<file path="src/rtl/pwm_quad_pkg.sv">
package pwm_quad_pkg;
  localparam int DIV_W  = 10;
  localparam int CNT_W  = 16;
  localparam int MODE_W = DIV_W + 2;

  // control-to-datapath bundle, one per channel
  typedef struct packed {
    logic             enable;
    logic             polarity;
    logic [DIV_W-1:0] divider;
    logic [CNT_W-1:0] period;
    logic [CNT_W-1:0] duty;
  } chanCtrl_t;
endpackage

</file>
<file path="src/rtl/pwm_quad_regs.sv">
module pwm_quad_regs
  import pwm_quad_pkg::*;
#(
  parameter int NUM_CH = 4,
  parameter int ADDR_W = 8,
  parameter int DATA_W = 32
) (
  input  logic              clk,
  input  logic              rst_n,
  input  logic [ADDR_W-1:0] busAddr,
  input  logic [DATA_W-1:0] busWrData,
  input  logic              busWrEn,
  input  logic              busRdEn,
  output logic [DATA_W-1:0] busRdData,
  output chanCtrl_t         chanCtrl [NUM_CH]
);
  localparam int STRIDE_LSB = 4;
  localparam int SEL_W      = ADDR_W - STRIDE_LSB;
  localparam int CH_W       = (NUM_CH > 1) ? $clog2(NUM_CH) : 1;

  logic [MODE_W-1:0] modeQ   [NUM_CH];
  logic [CNT_W-1:0]  periodQ [NUM_CH];
  logic [CNT_W-1:0]  dutyQ   [NUM_CH];

  logic [SEL_W-1:0]  bankSel;
  logic [1:0]        wordSel;
  logic              bankHit;
  logic              regHit;
  logic [CH_W-1:0]   chSel;
  logic [DATA_W-1:0] readMux;
  logic              unusedBits;

  assign bankSel    = busAddr[ADDR_W-1:STRIDE_LSB];
  assign wordSel    = busAddr[STRIDE_LSB-1:2];
  assign unusedBits = ^{busAddr[1:0], busWrData[DATA_W-1:CNT_W]};

  // bank n sits one stride above the base
  always_comb begin
    bankHit = 1'b0;
    chSel   = '0;
    for (int c = 0; c < NUM_CH; c++) begin
      if (bankSel == SEL_W'(c + 1)) begin
        bankHit = 1'b1;
        chSel   = CH_W'(c);
      end
    end
    regHit = bankHit && (wordSel != 2'd3);
  end

  for (genvar ch = 0; ch < NUM_CH; ch++) begin : g_bank
    always_ff @(posedge clk) begin
      if (!rst_n) begin
        modeQ[ch]   <= '0;
        periodQ[ch] <= '0;
        dutyQ[ch]   <= '0;
      end else if (busWrEn && regHit && chSel == CH_W'(ch)) begin
        case (wordSel)
          2'd0:    modeQ[ch]   <= busWrData[MODE_W-1:0];
          2'd1:    periodQ[ch] <= busWrData[CNT_W-1:0];
          2'd2:    dutyQ[ch]   <= busWrData[CNT_W-1:0];
          default: ;
        endcase
      end
    end

    assign chanCtrl[ch] = '{enable:   modeQ[ch][0],
                            polarity: modeQ[ch][1],
                            divider:  modeQ[ch][MODE_W-1:2],
                            period:   periodQ[ch],
                            duty:     dutyQ[ch]};
  end

  always_comb begin
    readMux = '0;
    if (regHit) begin
      case (wordSel)
        2'd0:    readMux = DATA_W'(modeQ[chSel]);
        2'd1:    readMux = DATA_W'(periodQ[chSel]);
        2'd2:    readMux = DATA_W'(dutyQ[chSel]);
        default: readMux = '0;
      endcase
    end
  end

  always_ff @(posedge clk) begin
    if (!rst_n)       busRdData <= '0;
    else if (busRdEn) busRdData <= readMux;
    else              busRdData <= '0;
  end

  // unmapped reads come back as zero
  a_r8_unmapped_read_zero: assert property (@(posedge clk) disable iff (!rst_n)
    busRdEn && !regHit |=> busRdData == '0);

  // an idle read port returns zero
  a_r2_idle_read_zero: assert property (@(posedge clk) disable iff (!rst_n)
    !busRdEn |=> busRdData == '0);
endmodule

</file>
<file path="src/rtl/pwm_quad_chan.sv">
module pwm_quad_chan
  import pwm_quad_pkg::*;
(
  input  logic      clk,
  input  logic      rst_n,
  input  chanCtrl_t ctrl,
  output logic      pwmOut
);
  logic [DIV_W-1:0] preCnt;
  logic [DIV_W-1:0] divEff;
  logic [CNT_W-1:0] perCnt;
  logic [CNT_W:0]   perInc;
  logic             tick;
  logic             phaseActive;

  assign divEff = (ctrl.divider == '0) ? DIV_W'(1) : ctrl.divider;
  assign tick   = (preCnt == divEff - DIV_W'(1));
  assign perInc = {1'b0, perCnt} + (CNT_W+1)'(1);

  always_ff @(posedge clk) begin
    if (!rst_n || !ctrl.enable) begin
      preCnt <= '0;
      perCnt <= '0;
    end else if (tick) begin
      preCnt <= '0;
      perCnt <= (perInc >= {1'b0, ctrl.period}) ? '0 : perInc[CNT_W-1:0];
    end else begin
      preCnt <= preCnt + DIV_W'(1);
    end
  end

  assign phaseActive = (ctrl.period != '0) && (perCnt < ctrl.duty);
  assign pwmOut      = (ctrl.enable && phaseActive) ? ctrl.polarity : ~ctrl.polarity;

  // the period counter only moves on a prescaler tick
  a_r4_count_on_tick: assert property (@(posedge clk) disable iff (!rst_n)
    ctrl.enable && !tick |=> $stable(perCnt));

  // enabling starts from a cleared count
  a_r7_restart_zero: assert property (@(posedge clk) disable iff (!rst_n)
    $rose(ctrl.enable) |-> (perCnt == '0 && preCnt == '0));

  // zero duty never reaches the active level
  a_r6_zero_duty_idle: assert property (@(posedge clk) disable iff (!rst_n)
    ctrl.enable && ctrl.duty == '0 |-> pwmOut == ~ctrl.polarity);

  // every cycle opens in the active phase when duty is nonzero
  a_r5_cycle_opens_active: assert property (@(posedge clk) disable iff (!rst_n)
    ctrl.enable && perCnt == '0 && ctrl.period != '0 && ctrl.duty != '0
      |-> pwmOut == ctrl.polarity);
endmodule

</file>
<file path="src/rtl/pwm_quad.sv">
module pwm_quad
  import pwm_quad_pkg::*;
#(
  parameter int NUM_CH = 4,
  parameter int ADDR_W = 8,
  parameter int DATA_W = 32
) (
  input  logic              clk,
  input  logic              rst_n,
  input  logic [ADDR_W-1:0] busAddr,
  input  logic [DATA_W-1:0] busWrData,
  input  logic              busWrEn,
  input  logic              busRdEn,
  output logic [DATA_W-1:0] busRdData,
  output logic [NUM_CH-1:0] pwmOut
);
  chanCtrl_t chanCtrl [NUM_CH];

  pwm_quad_regs #(.NUM_CH(NUM_CH), .ADDR_W(ADDR_W), .DATA_W(DATA_W)) regs_i (
    .clk       (clk),
    .rst_n     (rst_n),
    .busAddr   (busAddr),
    .busWrData (busWrData),
    .busWrEn   (busWrEn),
    .busRdEn   (busRdEn),
    .busRdData (busRdData),
    .chanCtrl  (chanCtrl)
  );

  for (genvar ch = 0; ch < NUM_CH; ch++) begin : g_chan
    pwm_quad_chan chan_i (
      .clk    (clk),
      .rst_n  (rst_n),
      .ctrl   (chanCtrl[ch]),
      .pwmOut (pwmOut[ch])
    );
  end
endmodule

</file>
<file path="config.mk">
export PLATFORM = sky130hd
export DESIGN_NAME = pwm_quad
export DESIGN_NICKNAME = d
export VERILOG_FILES = /design/src/rtl/pwm_quad_pkg.sv /design/src/rtl/pwm_quad_regs.sv /design/src/rtl/pwm_quad_chan.sv /design/src/rtl/pwm_quad.sv
export SDC_FILE = /design/constraint.sdc
export NUM_CORES = 1
export LEC_CHECK = 0
export BUFFER_PORTS_ARGS = -buffer_cell sky130_fd_sc_hd__buf_2
export CAP_MARGIN = 30
export CORE_MARGIN = 2
export CORE_UTILIZATION = 57
export DETAILED_ROUTE_END_ITERATION = 12
export PLACE_DENSITY = 0.77
export SETUP_SLACK_MARGIN = 0.1
export SLEW_MARGIN = 20
export SYNTH_ARGS = -nofsm -noshare
export SYNTH_HDL_FRONTEND = slang
export SYNTH_HIERARCHICAL = 1
export SYNTH_SLANG_ARGS = --single-unit
</file>
<file path="constraint.sdc">
create_clock -name clk -period 3.34 [get_ports clk]
set_input_delay 0.334 -clock clk [delete_from_list [all_inputs] [get_ports clk]]
set_output_delay 0.334 -clock clk [all_outputs]
set_load 0.01 [all_outputs]
</file>
After elaboration in Yosys (flattened, before gate mapping)
Memory sizes are Yosys's and may differ from the RTL's.
Index checks and enable logic that the tools add are counted.
- $lt $le $gt $ge: 8
- reductions and logical operators: 38
- equal/unequal tests: 14
- add/subtract/negate cells: 12
- muxes and demuxes: 72
- bitwise operators: 16
- operators by type and width (operator ; count):
    16-bit 2-to-1 mux ; 12
    16-bit by 1-bit adder with 17-bit output, second input constant ; 4
    17-bit by 16-bit greater-or-equal comparator with 1-bit output ; 4
    16-bit < comparator ; 4
    16-bit nonzero test ; 4
    1-bit 2-to-1 mux ; 49
    12-bit 2-to-1 mux ; 4
    16-bit one-hot mux with 3 select lines ; 1
    10-bit by 1-bit adder with 10-bit output, second input constant ; 4
    10-bit == test ; 4
    10-bit logical NOT ; 4
    10-bit 2-to-1 mux ; 4
    10-bit by 1-bit subtractor with 10-bit output, second input constant ; 4
    1-bit logical AND ; 14
    1-bit OR ; 12
    4-bit by 2-bit == test with 1-bit output, second input constant ; 2
    2-bit OR reduction ; 4
    2-bit == test, second input constant ; 3
    1-bit logical NOT ; 5
    2-bit by 1-bit == test with 1-bit output, second input constant ; 2
    4-bit by 1-bit == test with 1-bit output, second input constant ; 1
    4-bit by 3-bit == test with 1-bit output, second input constant ; 1
    2-bit logical NOT ; 2
    1-bit logical OR ; 4
    4 further kinds ; 8
- memories: 3
- RAM bits: 176
- register bits: 136
- output and inout port bits: 36
- word-level logic and storage cells: 172
- input port bits: 44
- memories (memory ; depth ; width ; rd ports ; clocked after Yosys merged registers in ; wr ports ; line ; RTL):
    regs_i.dutyQ ; 4 ; 16 ; 5 ; 0 ; 4 ; pwm_quad_regs.sv:23 ; logic [CNT_W-1:0] dutyQ [NUM_CH];
    regs_i.periodQ ; 4 ; 16 ; 5 ; 0 ; 4 ; pwm_quad_regs.sv:22 ; logic [CNT_W-1:0] periodQ [NUM_CH];
    regs_i.modeQ ; 4 ; 12 ; 5 ; 0 ; 4 ; pwm_quad_regs.sv:21 ; logic [MODE_W-1:0] modeQ [NUM_CH];

Logic depth before layout (Yosys ltp)
Gate-level depths: netlist of the first run.
- depth after elaboration: 12
- gate-level depth with buffers: 15

Modules after synthesis
Netlist of the first run, hierarchy kept.
- by module, submodules not included (module ; cells each ; area an instance (sq um) ; seq. area each (sq um) ; instances):
    pwm_quad_regs ; 690 ; 8774.7 ; 5605.4 ; 1
    pwm_quad_chan (g_chan[0].chan_i ...) ; 339 ; 2596.2 ; 520.5 ; 3
    pwm_quad_chan (g_chan[1].chan_i) ; 331 ; 2494.9 ; 520.5 ; 1

Worst setup path before layout of the first run
OpenSTA, ideal clock, no wires.
- kind: input port to flip-flop
- from: input port busAddr[4]
- to: memory regs_i.periodQ[1][0] (enable)
- setup time: 0.411 ns
- path slack: 0.004 ns
- path buffers: 2
- data arrival time: 2.925 ns
- stages on the path: 6
- cells stage by stage: buf_2 > or3b_1 > buf_2 > a221oi_4 > nand3_1 > o21ai_0
- RTL lines (what ; line ; RTL):
    start, declared ; pwm_quad.sv:10 ; input logic [ADDR_W-1:0] busAddr,
    end, declared ; pwm_quad_regs.sv:22 ;

==> impl_metrics.ini, run 1 <==
[synth]
yosysUniqueCellTypes = 81
ys_warn_count = 6
synthTopCellsByArea = edfxtp_1 (28%), dfxtp_1 (13%), ha_1 (8.9%), and2_1 (6.0%), xnor2_1 (3.8%)
syn_area_um2 = 19100
ys_ff_latch = 296
yosysTopAreaCellShare_pct = 27.7
synthFlopType = edfxtp_1
yosysMostFrequentCell = and2_1
syn_inst = 2038
synth_largest_area_cell = edfxtp_1
yosys-top-cells-count = and2_1 (182), edfxtp_1 (176), inv_1 (141)
synthArstFlopShare_pct = 0
synth.avg_cell_area_um2 = 9.35
seq_area_frac_synth_pct = 40.3
synth_edf_count = 176

[global_route]
grt_usage_pct = 32.0
grt_overflow_total = 0
grt_max_degree = 55
grt_pass1_vias = 15300
grt_pass1_wl_mm = 87.6
grt_antenna_before_repair = 2

[worst_setup_path]
endpoint_kind = register
critPathKind = register to register
r2r_slack_ns = 0.11
worstSetupStartpointType = register
critPathSlowestCell = or4_4
crit_path_max_incr_delay_ns = 0.57
worstPathArrival_ns = 3.60
path_max_fanout = 15
cp_data_required_time_ns = 3.72
path_cells = or4_4 -> nor4_4 -> a21oi_2 -> ha_1 -> nor3b_1 -> nand3b_1 -> xnor2_1 -> nand4_1 -> or4_4 -> buf_12 -> nand2_1 -> a31oi_1
crit_top_cell = or4_4

[cts]
cts.clk_slew.worst_paths_ns = 0.06
numCtsBuffers = 34
clock-sinks = 296
clockRootBuffer = clkbuf_16
insertion_delay_ns = 0.52
htreeDepth = 2
clockBufferDepth = 3
cts_tree = built

[placement]
place.gp.congestion = 1.05
post-place-ws_ns = 0.0595
placed_area_um2 = 20100
portBuffers = 45
dpl.hpwl_mm = 42.5

[timing]
max_freq_ghz = 0.310
final.setup.tns_ns = 0
worstMarginPinSlew_ns = 0.705
fin_crit_ns = 3.23
fin_ws_ns = 0.112
setup_viol = 0
hold_viol_final = 0
period_share_pct = 96.7
rsz0062_at_grt = true
slew_violations = 0
final.setup_skew_ns = 0.0210
slew_headroom_pct = 53.0

[floorplan]
fp.dieArea_um2 = 34900
fp.dieH_um = 187
start_util_pct = 58.3
pin_count = 80
core_um2 = 32700
rows = 66
die_x_um = 187

[route]
drtIter0Drc = 2099
dr_total_vias = 16400
viasPerCell = 6.32
drc = 0
wl_per_cell_um = 22.4
drtAntennaViolNets = 0
wirelength_mm = 58.0
drt_first_pass_iters = 6

[power_and_ir_drop]
peakVddDrop_mv = 0.442
p_per_area_nw_per_um2 = 397
leakage_nw = 9.22

[job]
max_cap_violations = 0

[layout]
layout-drive-gt1-share_pct = 13.7
nets = 2303
area_growth_pct = 12.6
design_area_um2 = 21500

[hold_path]
hp-class = primary input to register

[run_status]
status = finished clean
-- layout by cell type, fill, tap and decap left out, types with 9 or more instances in the layout --
cell type  count
a211o_1       11
a211oi_1      21
a21o_1        25
a21oi_1      122
a22oi_1       33
a2bb2oi_1     29
a31oi_1       13
and2_1       182
and3_1        23
buf_2         45
buf_4        103
clkbuf_1       9
clkbuf_16     36
conb_1        16
dfxtp_1      113
edfxtp_1     176
ha_1         136
inv_1        141
mux2i_1       19
nand2_1      112
nand2b_1      19
nand3_1      112
nand4_1       44
nor2_1        68
nor2_2        13
nor2b_1       20
nor3_1        53
nor3b_1       13
nor4_1        27
o211a_1       21
o21ai_0       53
o21ai_1       15
o22ai_1       23
or3_1         21
xnor2_1       78
xor2_1        50
-- metal layers --
metal | global-route usage (%) | up-vias | routed length (um)
li1 | - | 7508 | -
met1 | 42.9 | 7724 | 23100
met2 | 50.6 | 954 | 26000
met3 | 5.70 | 192 | 5890
met4 | 15.2 | 2 | 2990
met5 | 0 | - | 13
-- stage by stage --
stage	power [mW]	cells	hold slack [ns]	utilization, %
CTS	8.49	2585	0.333	64.9
finish	8.52	2591	0.349	65.6
global route	8.73	2590	0.335	65.6
global placement	4.95	2524	0.489	61.6
floorplan	4.64	2053	0.453	-
detailed placement	4.98	2524	0.509	61.6
-- cell families after synthesis --
logic type	after synthesis	share of synthesized area (%)
mux	20	1.06
simple gates	776	23.1
buf+inv	259	5.77
compound gates	415	14.6
fa+ha+maj	136	8.93
flops	296	40.3
other cells	1	0.0197
xor+xnor	135	6.20
-- final timing paths --
path | cells past startpoint | from | end
hold / removal | 2 | busWrData[15] | regs_i/periodQ[3][15]$_SDFFCE_PN0P_
setup reg to reg | 12 | regs_i/modeQ[1][10]$_SDFFCE_PN0P_ | g_chan[1].chan_i/perCnt[11]$_SDFFE_PP0N_
hold reg to reg | 2 | g_chan[0].chan_i/perCnt[1]$_SDFFE_PP0N_ | g_chan[0].chan_i/perCnt[1]$_SDFFE_PP0N_
setup / recovery | 12 | regs_i/modeQ[1][10]$_SDFFCE_PN0P_ | g_chan[1].chan_i/perCnt[11]$_SDFFE_PP0N_
-- cell type report --
class / instances / area, um^2
clock buffers: 49 / 983
fillers: 2639 / 11200
repair buffers: 152 / 1070
flip-flops and latches: 296 / 7700
diodes: 1 / 2.50
well taps: 442 / 553
clock inverters: 12 / 66.3
multi-input cells: 1498 / 10600
inverters: 141 / 529
-- sequential cells by signal, indices dropped and copies added, names as in the netlist --
register / flops
regs_i/periodQ: 64
g_chan.chan_i/perCnt: 64
g_chan.chan_i/preCnt: 40
regs_i/modeQ: 48
regs_i/busRdData: 16
regs_i/dutyQ: 64
-- timing repair --
| item | 4_1_cts | 5_1_grt |
|---|---|---|
| cloned | 0 | 1 |
| pin swaps | 0 | 10 |
| resized for setup | 6 | 52 |
| setup buffers | 0 | 4 |
| setup endpoints to repair | 22 | 94 |
| hold buffers | 0 | 0 |
-- report_power, final --
| group | internal (mW) | total [mW] | switching (mW) |
|---|---|---|---|
| sequential | 3.99 | 4.15 | 0.161 |
| combinational | 0.277 | 0.804 | 0.527 |
| clock | 2.05 | 3.57 | 1.52 |
-- critical path, delay by kind of cell (launching register included) --
kind	cells	cell delay (ns)
AO/OA/AOI/OAI	2	0.17
XOR/XNOR	1	0.12
adder cells (fa/ha/maj)	1	0.23
buffers and inverters	1	0.17
flip-flops	1	0.39
AND/OR/NAND/NOR	7	1.98
Power figures use the tool's default switching activity.
==> inputs of run 2 (changes only) <==
- CORE_UTILIZATION: 57 -> 30
- PLACE_DENSITY: 0.77 -> not set
==> run 2 against run 1 <==
Net effect: sequential cell count stayed put; combinational power grew 0.6%; clock power increased by 22%; critical path type unchanged; critical endpoint is now g_chan[1].chan_i/perCnt[1]$_SDFFE_PP0N_; highest routed layer is now met4.
==> impl_metrics.ini, run 2 (same netlist as run 1, synthesis figures left out) <==
[run_status]
status = finished clean

[worst_setup_path]
critPathKind = register to register
cp_data_required_time_ns = 3.75
endpoint_kind = register
worstSetupStartpointType = register
worstPathArrival_ns = 3.69
path_max_fanout = 7

[floorplan]
core_um2 = 63000
rows = 92
die_x_um = 256
pin_count = 80
start_util_pct = 30.3
fp.dieH_um = 256
fp.dieArea_um2 = 65600

[route]
viasPerCell = 5.31
dr_total_vias = 16000
drtIter0Drc = 1628
drtAntennaViolNets = 0
drc = 0
drt_first_pass_iters = 6
wl_per_cell_um = 19.8
wirelength_mm = 59.7

[global_route]
grt_pass1_vias = 15600
grt_pass1_wl_mm = 90.5
grt_overflow_total = 0
grt_antenna_before_repair = 4
grt_usage_pct = 17.6
grt_max_degree = 39

[layout]
largest_registers = g_chan.chan_i/perCnt x64, regs_i/dutyQ x64, regs_i/periodQ x64
area_growth_pct = 18.0
mostFrequentLayoutCells = and2_1 (182), edfxtp_1 (176), inv_1 (141), ha_1 (134), a21oi_1 (121)
layout-drive-gt1-share_pct = 15.5
multiInputGateArea_um2 = 10700
fillers = 6334
antenna_cells = 0
seq_area_um2 = 7690
final_common_cell = and2_1
nets = 2324

[cts]
cts.clk_slew.worst_paths_ns = 0.06
clock-sinks = 296
numCtsBuffers = 37
cts_tree = built
insertion_delay_ns = 0.55
htreeDepth = 2
clockBufferDepth = 3
clockRootBuffer = clkbuf_16

[timing]
max_freq_ghz = 0.305
slew_headroom_pct = 40.3
slew_violations = 0
setup_viol = 0
final.setup_skew_ns = 0.0151
whs_ns = 0.267
fin_crit_ns = 3.28
worstMarginPinSlew_ns = 0.873
hold_viol_final = 0
rsz0062_at_grt = true
final.setup.tns_ns = 0
period_share_pct = 98.3

[placement]
dpl.hpwl_mm = 44.7
portBuffers = 45
place.gp.congestion = 0.884

[power_and_ir_drop]
p_per_area_nw_per_um2 = 414
leakage_nw = 9.41
peakVddDrop_mv = 0.463

[job]
max_cap_violations = 0

[hold_path]
hp-class = primary input to register
[run 2: changes by cell type in the layout (fill, tap and decap cells not counted), moves of 5 or more]
cell       delta
buf_4        +13
nor2_1        -5
nand2_2       +6
bufinv_16     +8
nand2_1       -7
[run 2: path summary, 6_finish.rpt]
kind | startpoint | end | slack (ns) | cells past startpoint
setup reg to reg | regs_i/modeQ[1][9]$_SDFFCE_PN0P_ | g_chan[1].chan_i/perCnt[1]$_SDFFE_PP0N_ | 0.06 | 12
hold reg to reg | g_chan[2].chan_i/perCnt[1]$_SDFFE_PP0N_ | g_chan[2].chan_i/perCnt[1]$_SDFFE_PP0N_ | 0.51 | 2
setup / recovery | regs_i/modeQ[1][9]$_SDFFCE_PN0P_ | g_chan[1].chan_i/perCnt[1]$_SDFFE_PP0N_ | 0.06 | 12
hold / removal | busWrData[15] | regs_i/dutyQ[1][15]$_SDFFCE_PN0P_ | 0.27 | 2
[run 2: critical path, stage by stage, from the launching register on]
cell and delay, ns:
edfxtp_1 0.39, or4_4 0.57, nor4_4 0.34, a21oi_2 0.10, ha_2 0.20, nor3b_4 0.17, xor2_1 0.15, mux2i_1 0.21
a21oi_2 0.10, or4_4 0.59, clkbuf_16 0.20, nand2_1 0.06, a21oi_1 0.06
[run 2: metrics by stage]
| step | setup WS [ns] | total power [mW] | util [%] | cell area, um^2 | cells |
|---|---|---|---|---|---|
| 2_1_floorplan | 0.00401 | 4.64 | - | 19100 | 2053 |
| 3_3_place_gp | 0.0887 | 4.96 | 32.9 | 20700 | 2940 |
| 3_5_place_dp | 0.0863 | 4.99 | 32.9 | 20700 | 2940 |
| 4_1_cts | 0.103 | 9.35 | 35.1 | 22100 | 3008 |
| 5_1_grt | -0.128 | 9.59 | 35.7 | 22500 | 3018 |
| 6_report | 0.0584 | 9.31 | 35.7 | 22500 | 3018 |
[run 2: cell type report]
| cell class | instances | share of cell area, % |
|---|---|---|
| multi-input combinational | 1499 | 47.5 |
| sequential | 296 | 34.2 |
| timing repair buffer | 169 | 5.41 |
| tap | 846 | 4.71 |
| clock buffer | 44 | 4.28 |
| inverter | 141 | 2.35 |
| clock inverter | 23 | 1.50 |
[run 2: report_power, final]
group | switching (mW) | total (mW) | internal (mW)
registers | 0.156 | 4.14 | 3.99
logic | 0.524 | 0.809 | 0.285
clock network | 1.66 | 4.35 | 2.69
[run 2: layer usage]
| layer | vias up | global-route usage, % | wire length (um) |
|---|---|---|---|
| met1 | 7792 | 23.2 | 25600 |
| li1 | 7540 | - | - |
| met3 | 89 | 2.56 | 3980 |
| met4 | 0 | 5.08 | 1490 |
| met5 | - | 0 | 0 |
| met2 | 614 | 29.9 | 28700 |
[run 2: what timing repair did]
action,4_1_cts,5_1_grt
hold buffers,0,0
pin swaps,2,33
buffers inserted,0,8
resized for setup,11,72
gates cloned,1,2
endpoints found under the setup margin,17,84
==> inputs of run 3 (changes only) <==
- ABC_CLOCK_PERIOD_IN_PS: not set -> 3340
- MAX_ROUTING_LAYER: not set -> met4
==> run 3 against run 2 <==
Net effect: non-clock buffer count fell by 7; core utilization is 0.30 points lower; final area down 0.85%; via count fell by 1.8%; worst hold slack is essentially flat; final cell count fell by 0.30%; critical path depth is the same; combinational power is 1% lower; sequential share of layout area grew 0.30 points; clock power shrank 5.3%; register-to-register slack better by 0.099 ns.
==> impl_metrics.ini, run 3 (same netlist as run 1, synthesis figures left out) <==
[cts]
htreeDepth = 2
clockBufferDepth = 3
cts_tree = built
postCtsHoldBufs = 0
insertion_delay_ns = 0.56
clock-sinks = 296
clockRootBuffer = clkbuf_16
cts.clk_slew.worst_paths_ns = 0.06
numCtsBuffers = 36

[worst_setup_path]
worstPathArrival_ns = 3.60
critPathKind = register to register
critPathSlowestCell = or4_4
cpLargestDelayFamily = simple AND/OR/NAND/NOR gates
worstSetupStartpointType = register
crit_top_cell = or4_4
path_cells = or4_4 -> nor4_4 -> a21oi_2 -> ha_4 -> a22oi_2 -> o221ai_2 -> nor2_1 -> nand4_1 -> or4_4 -> clkbuf_16 -> nand2_1 -> a21oi_1
path_max_fanout = 7
critical_path_buf_inv_count = 1
cp_data_required_time_ns = 3.75
crit_path_max_incr_delay_ns = 0.61
endpoint_kind = register

[placement]
dpl.hpwl_mm = 44.3
portBuffers = 45
place.gp.congestion = 0.904

[global_route]
grt_antenna_before_repair = 5
grt_max_degree = 40
grt_overflow_total = 0
grt_pass1_wl_mm = 88.9
grt_pass1_vias = 15200
grt_usage_pct = 17.9

[timing]
worstMarginPinSlew_ns = 0.750
fin_crit_ns = 3.18
final.setup.tns_ns = 0
setup_viol = 0
period_share_pct = 95.3
slew_violations = 0
slew_headroom_pct = 48.7
max_freq_ghz = 0.314
whs_ns = 0.267
rsz0062_at_grt = true
final.setup_skew_ns = 0.0257
hold_viol_final = 0

[floorplan]
fp.dieArea_um2 = 65600
start_util_pct = 30.3
core_um2 = 63000
pin_count = 80
rows = 92
die_x_um = 256
fp.dieH_um = 256

[route]
drtAntennaViolNets = 0
dr_total_vias = 15700
drc = 0
drtIter0Drc = 1406
wl_per_cell_um = 19.5
viasPerCell = 5.23
wirelength_mm = 58.8
drt_first_pass_iters = 5

[power_and_ir_drop]
p_per_area_nw_per_um2 = 406
total_power_mw = 9.06
leakage_nw = 9.35
peakVddDrop_mv = 0.415

[hold_path]
hp-class = primary input to register

[layout]
layout-drive-gt1-share_pct = 14.6
largest_registers = g_chan.chan_i/perCnt x64, regs_i/dutyQ x64, regs_i/periodQ x64
fillers = 6383
final_common_cell = and2_1
area_growth_pct = 17.0
mostFrequentLayoutCells = and2_1 (182), edfxtp_1 (176), inv_1 (141), ha_1 (134), a21oi_1 (117)
nets = 2315

[run_status]
status = finished clean

[job]
max_cap_violations = 0
## run 3: cell count changes in the layout (fill, tap and decap cells not counted), sizes merged
cell	before	now
inv	143	141
diode	0	1
clkbuf	45	43
bufinv	8	5
buf	168	161
nand2	114	113
clkinv	9	14
## run 3: worst reg2reg max path: stages (launching register included)
cell	delay [ns]
edfxtp_1	0.38
or4_4	0.57
nor4_4	0.32
a21oi_2	0.12
ha_4	0.24
a22oi_2	0.14
o221ai_2	0.11
nor2_1	0.09
nand4_1	0.14
or4_4	0.61
clkbuf_16	0.21
nand2_1	0.07
a21oi_1	0.05
## run 3: per-layer routing
| layer | vias up | GRT usage [%] | wire (um) |
|---|---|---|---|
| met2 | 555 | 29.1 | 27600 |
| li1 | 7526 | - | - |
| met5 | - | - | 0 |
| met4 | 0 | 5.38 | 1670 |
| met1 | 7562 | 22.8 | 25500 |
| met3 | 103 | 2.97 | 4060 |
## run 3: through the flow
step           utilization, %  std cells  setup slack [ns]  area, um^2
4_1_cts                  34.9       3001            0.0793       22000
2_1_floorplan               -       2053           0.00401       19100
3_5_place_dp             32.9       2934            0.0465       20700
6_report                 35.4       3009             0.157       22300
3_3_place_gp             32.9       2934             0.116       20700
5_1_grt                  35.4       3009          0.000612       22300
## run 3: what timing repair did
item | CTS | global route
setup buffers | 1 | 6
pin swaps | 2 | 14
endpoints found under the setup margin | 6 | 85
cloned | 1 | 1
resized for setup | 7 | 56
## run 3: final timing paths
kind / startpoint / end / slack (ns) / cells past startpoint
worst min register to register: g_chan[1].chan_i/perCnt[9]$_SDFFE_PP0N_ / g_chan[1].chan_i/perCnt[9]$_SDFFE_PP0N_ / 0.50 / 2
worst max-delay path: regs_i/modeQ[1][7]$_SDFFCE_PN0P_ / g_chan[1].chan_i/perCnt[9]$_SDFFE_PP0N_ / 0.16 / 12
worst min-delay path: busWrData[15] / regs_i/periodQ[3][15]$_SDFFCE_PN0P_ / 0.27 / 2
worst max register to register: regs_i/modeQ[1][7]$_SDFFCE_PN0P_ / g_chan[1].chan_i/perCnt[9]$_SDFFE_PP0N_ / 0.16 / 12
## run 3: area by class of cell
class	instances	area (um^2)	share of cell area [%]
well taps	846	1060	4.75
clock inverters	23	267	1.20
inverters	141	529	2.37
clock buffers	42	966	4.33
flip-flops and latches	296	7690	34.5
multi-input cells	1498	10600	47.6
diodes	1	2.50	0.0112
repair buffers	162	1160	5.21
## run 3: report_power, final
part	internal (mW)	total, mW	switching, mW
Clock	2.47	4.12	1.65
Combinational	0.283	0.801	0.518
Sequential	3.99	4.14	0.152
Total	6.74	9.06	2.31
